===== src/rtl/pce_pkg.sv =====
package pce_pkg;
  typedef enum logic {
    RATE_FAST = 1'b0,
    RATE_SLOW = 1'b1
  } rate_e;

  localparam int HCOUNT_W    = 9;
  localparam int FAST_DIV    = 4;
  localparam int SLOW_DIV    = 5;
  localparam int SYNC_TICKS  = 64;
  localparam int SEG_LONG    = 15;
  localparam int SEG_SHORT   = 2;
  localparam int SEG_COUNT   = 3;
endpackage


===== src/rtl/pce_rate_sel.sv =====
module pce_rate_sel
  import pce_pkg::*;
#(
  parameter int               H_W        = HCOUNT_W,
  parameter int               TICKS      = SYNC_TICKS,
  parameter int               LONG_RUN   = SEG_LONG,
  parameter int               SHORT_RUN  = SEG_SHORT,
  parameter int               RUNS       = SEG_COUNT,
  parameter logic [H_W-1:0]   SYNC_START = 9'h1CD,
  parameter logic [H_W-1:0]   PORCH_SLOW = 9'h1ED
) (
  input  logic           wide,
  input  logic [H_W-1:0] hcount,
  input  logic           half,
  output rate_e          rate
);
  localparam int IDX_W     = $clog2(TICKS);
  localparam int PERIOD    = LONG_RUN + SHORT_RUN;
  localparam int SHORT_END = PERIOD * RUNS;

  logic [H_W-1:0]   off;
  logic [IDX_W-1:0] idx;
  logic [IDX_W-1:0] pos;
  logic             in_sync;
  logic             short_slot;

  always_comb begin
    off        = hcount - SYNC_START;
    in_sync    = off < H_W'(TICKS / 2);
    idx        = {off[IDX_W-2:0], half};
    pos        = IDX_W'(int'(idx) % PERIOD);
    short_slot = in_sync && (int'(idx) < SHORT_END) && (int'(pos) >= LONG_RUN);
    if (!wide)                    rate = RATE_SLOW;
    else if (in_sync)             rate = short_slot ? RATE_FAST : RATE_SLOW;
    else if (hcount == PORCH_SLOW) rate = RATE_SLOW;
    else                          rate = RATE_FAST;
  end
endmodule


===== src/rtl/pce_tick_gen.sv =====
module pce_tick_gen
  import pce_pkg::*;
#(
  parameter int FAST = FAST_DIV,
  parameter int SLOW = SLOW_DIV
) (
  input  logic  clk,
  input  logic  rst_n,
  input  rate_e rate,
  output logic  sclk_en,
  output logic  pix_en,
  output logic  half
);
  localparam int CNT_W = $clog2(SLOW);

  logic [CNT_W-1:0] cnt;
  logic [CNT_W-1:0] lim;

  always_comb begin
    lim     = (rate == RATE_SLOW) ? CNT_W'(SLOW - 1) : CNT_W'(FAST - 1);
    sclk_en = (cnt >= lim);
    pix_en  = sclk_en & half;
  end

  always_ff @(posedge clk) begin
    if (!rst_n) begin
      cnt  <= '0;
      half <= 1'b0;
    end else if (sclk_en) begin
      cnt  <= '0;
      half <= ~half;
    end else begin
      cnt  <= cnt + 1'b1;
    end
  end

  // pixel enables alternate with plain serial ticks
  logic seen_tick;
  logic last_pix;
  always_ff @(posedge clk) begin
    if (!rst_n) begin
      seen_tick <= 1'b0;
      last_pix  <= 1'b1;
    end else if (sclk_en) begin
      seen_tick <= 1'b1;
      last_pix  <= pix_en;
    end
  end

  p_pix_alternate_r3: assert property (@(posedge clk) disable iff (!rst_n)
    sclk_en |-> (pix_en != last_pix));

  p_first_tick_plain_r3: assert property (@(posedge clk) disable iff (!rst_n)
    (sclk_en && !seen_tick) |-> !pix_en);
endmodule


===== src/rtl/pixclk_enable_gen.sv =====
module pixclk_enable_gen
  import pce_pkg::*;
#(
  parameter int H_W = HCOUNT_W
) (
  input  logic           clk,
  input  logic           rst_n,
  input  logic           wide_mode,
  input  logic [H_W-1:0] hcount,
  output logic           sclk_en,
  output logic           pix_en
);
  rate_e rate;
  logic  half;

  pce_rate_sel #(.H_W(H_W)) u_rate (
    .wide   (wide_mode),
    .hcount (hcount),
    .half   (half),
    .rate   (rate)
  );

  pce_tick_gen u_tick (
    .clk     (clk),
    .rst_n   (rst_n),
    .rate    (rate),
    .sclk_en (sclk_en),
    .pix_en  (pix_en),
    .half    (half)
  );

  // interval watch: cycles since the previous serial tick
  logic [2:0] gap;
  logic       seen;
  logic       mode_moved;
  logic       wide_q;
  always_ff @(posedge clk) begin
    if (!rst_n) begin
      gap        <= '0;
      seen       <= 1'b0;
      mode_moved <= 1'b0;
      wide_q     <= wide_mode;
    end else begin
      wide_q <= wide_mode;
      if (sclk_en) begin
        gap        <= '0;
        seen       <= 1'b1;
        mode_moved <= 1'b0;
      end else begin
        if (gap != 3'd7) gap <= gap + 1'b1;
        if (wide_mode != wide_q) mode_moved <= 1'b1;
      end
    end
  end

  p_reset_quiet_r1: assert property (@(posedge clk) disable iff (!rst_n)
    !$past(rst_n) |-> (!sclk_en && !pix_en));

  p_tick_gap_r4: assert property (@(posedge clk) disable iff (!rst_n)
    (sclk_en && seen && !mode_moved) |-> (gap == 3'd3 || gap == 3'd4));

  p_narrow_gap_r2: assert property (@(posedge clk) disable iff (!rst_n)
    (sclk_en && seen && !mode_moved && !wide_mode && !wide_q) |-> (gap == 3'd4));
endmodule


===== config.mk =====
export PLATFORM = sky130hd
export DESIGN_NAME = pixclk_enable_gen
export DESIGN_NICKNAME = d
export VERILOG_FILES = /design/src/rtl/pce_pkg.sv /design/src/rtl/pce_rate_sel.sv /design/src/rtl/pce_tick_gen.sv /design/src/rtl/pixclk_enable_gen.sv
export SDC_FILE = /design/constraint.sdc
export NUM_CORES = 1
export LEC_CHECK = 0
export BUFFER_PORTS_ARGS = -buffer_cell sky130_fd_sc_hd__buf_2
export CAP_MARGIN = 30
export CELL_PAD_IN_SITES_DETAIL_PLACEMENT = 0
export CELL_PAD_IN_SITES_GLOBAL_PLACEMENT = 1
export CORE_ASPECT_RATIO = 0.75
export CORE_UTILIZATION = 40
export DETAILED_ROUTE_END_ITERATION = 8
export GPL_ROUTABILITY_DRIVEN = 1
export GPL_TIMING_DRIVEN = 1
export PLACE_DENSITY_LB_ADDON = 0.12
export SETUP_SLACK_MARGIN = 0.5
export SLEW_MARGIN = 10
export SYNTH_ARGS = -nofsm -noshare
export SYNTH_HDL_FRONTEND = slang
export SYNTH_SLANG_ARGS = --single-unit

===== constraint.sdc =====
create_clock -name clk -period 11.45 [get_ports clk]
set_input_delay 1.145 -clock clk [delete_from_list [all_inputs] [get_ports clk]]
set_output_delay 1.145 -clock clk [all_outputs]
set_load 0.01 [all_outputs]

==> impl_metrics.json <==
{
  "finalHoldViolCount": 0,
  "routabilityCongestion": 0.815,
  "die_x_um": 58.4,
  "gr-total-overflow": 0,
  "tightest_slew_ns": 0.419,
  "power_leakage_nw": 0.457,
  "stdcell_count": 161,
  "via_count": 877,
  "critPathLaunchType": "input port",
  "rows": 14,
  "grt_usage_pct": 18.7,
  "ys.flop_type": "dfxtp_1",
  "postCtsSetupRepairBufs": 0,
  "cts_inserted_buffers": 3,
  "max_freq_ghz": 0.152,
  "post_dp_cell_area_um2": 1020,
  "hold_buffers": 0,
  "grt_pass1_wl_um": 3710,
  "clock_latency_ns": 0.24,
  "fin_skew_ns": 0.00164,
  "min_path_type": "flip-flop to flip-flop",
  "cp_max_fo": 15,
  "layout.nets": 153,
  "initial_core_util_pct": 45.0,
  "worst_hold_slack_ns": 0.443,
  "power_density_nw_per_um2": 90.3,
  "dp.cells": 158,
  "worst-setup-path-type": "input port to output pin",
  "syn_area_um2": 953,
  "avgSynthCellArea_um2": 8.22,
  "ys_warn_count": 0,
  "synthesis.nets": 138,
  "n_antenna_cell": 0,
  "ys_seq_elements": 4,
  "critPathSlowestCell": "ha_1",
  "worst_path_dominant_cell_family": "compound AO/OA/AOI/OAI gates",
  "maxCapViolCount": 0,
  "slowest_delay_ns": 0.44,
  "fin_util_pct": 49.4,
  "cts_sinks": 4,
  "drc_errors": 0,
  "htree_levels": 1,
  "path_cells": "buf_2 -> inv_1 -> ha_1 -> and2b_2 -> o21ai_0 -> o21ai_2 -> or2_2 -> xnor2_1 -> ha_1 -> xor2_1 -> xnor2_1 -> or3_1 -> o211ai_2 -> a311o_1 -> ha_1 -> nand2b_1 -> a21o_1 -> a21oi_1 -> inv_1 -> buf_2",
  "avgViaCountPerCell": 5.45,
  "die-area_um2": 2580,
  "fp.dieH_um": 44.3,
  "rsz0062_at_grt": "false",
  "cp_common_cell": "ha_1",
  "layout_commonest_cell": "buf_2",
  "numPortBuffers": 13,
  "firstDrtPassIters": 4,
  "cp.arrival_ns": 5.44,
  "period_needed_ns": 6.58,
  "synth_cells": 116,
  "tritoncts": "yes",
  "synth-async-reset-ratio_pct": 0,
  "seq_area_frac_synth_pct": 8.40,
  "cp.required_ns": 10.31,
  "core_um2": 2120,
  "syn_to_final_growth_pct": 9.71,
  "path_buf_inv": 4,
  "cts_buffer_depth": 2,
  "cts_root_buffer": "clkbuf_4",
  "ir_worst_vdd_uv": 52.2,
  "synth_cell_types": 50,
  "wl_per_cell_um": 13.0,
  "drtIter0Drc": 16,
  "synth_edf_count": 0,
  "cts.reportedPaths.clkPinSlew_ns": 0.04,
  "final_cell_mix": "buf_2, nor2_1, ha_1",
  "final_max_slew_viol_count": 0,
  "grt_pass1_vias": 817,
  "wl_um": 2090,
  "post-dp-hpwl_um": 1720,
  "max_slew_margin_pct": 72.0,
  "min_period_over_period_pct": 57.5,
  "layout-drive-gt1-share_pct": 25.6,
  "cp-end-kind": "output pin",
  "grt_max_degree": 16,
  "tns_ns": 0,
  "final_cell_area_um2": 1050,
  "antenna_found_initial": 0,
  "status": "completed",
  "ios": 14,
  "final_antenna_net_count": 0,
  "cts_resized": 0,
  "setup_viol": 0
}
kinds of logic after synthesis:
logic type,share of synthesized area [%]
adders and majority gates,13.1
buffers and inverters,6.43
DFF,8.40
AOI/OAI and AO/OA,29.0
xor gates and xnor gates,13.9
and+or+nand+nor,27.0
muxes,2.10
per-stage QoR:
| stage | total power, mW | setup WS [ns] |
|---|---|---|
| after CTS | 0.0957 | 4.86 |
| after global routing | 0.104 | 4.50 |
| after detailed placement | 0.0761 | 4.87 |
| after global placement | 0.0754 | 4.97 |
| final | 0.0944 | 4.87 |
| after floorplan | 0.0636 | 5.57 |
synth_stat cells (2+ instances only):
master,n,share of area [%]
nor2_1,11,4.3
ha_1,10,13
nand2_1,8,3.1
inv_1,7,2.8
a21oi_1,6,3.1
nand2b_1,5,3.3
o21ai_0,5,2.6
xnor2_1,5,4.6
dfxtp_1,4,8.4
nand3_1,4,2.1
o21a_1,3,2.4
a21bo_2,2,2.1
and3_1,2,1.3
clkbuf_8,2,2.9
mux2i_1,2,2.1
nor3_1,2,1.0
o21bai_1,2,1.6
or3_1,2,1.3
xor2_1,2,1.8
xor2_4,2,5.8
power by group:
part / internal (mW) / switching [mW]
registers: 0.0167 / 0.00304
logic: 0.0252 / 0.0314
clock network: 0.0118 / 0.00643
total: 0.0536 / 0.0409
layer usage:
metal	GRT usage [%]	routed length (um)
met5	0	0
met3	4.39	81
met2	28.3	875
met1	28.1	1130
met4	1.43	0
final cells by class:
cell class / count / area [um^2]
Inverter: 7 / 26.3
Clock buffer: 3 / 22.5
Fill cell: 211 / 1070
Tap cell: 32 / 40.0
Multi-Input combinational cell: 102 / 812
Sequential cell: 4 / 80.1
Timing Repair Buffer: 13 / 65.1
registers in the layout, summed over array words and instances (netlist names):
signal / count
u_tick.half: 1
u_tick.cnt: 3
path summary, 6_finish.rpt:
kind,startpoint,endpoint,slack [ns],cells past startpoint
max,hcount[0],sclk_en,4.87,20
min reg2reg,u_tick.cnt[0],u_tick.cnt[0],0.44,1
max reg2reg,u_tick.half,u_tick.half,7.61,16
min,u_tick.cnt[0],u_tick.cnt[0],0.44,1
worst register-to-register path, delay by kind of cell, from the launching register on:
family / cells / cell delay (ns)
AND/OR/NAND/NOR: 5 / 1.07
flip-flops: 1 / 0.38
AO/OA/AOI/OAI: 6 / 1.30
XOR/XNOR: 3 / 0.51
adder cells (fa/ha/maj): 2 / 0.49
Power figures use the tool's default switching activity.
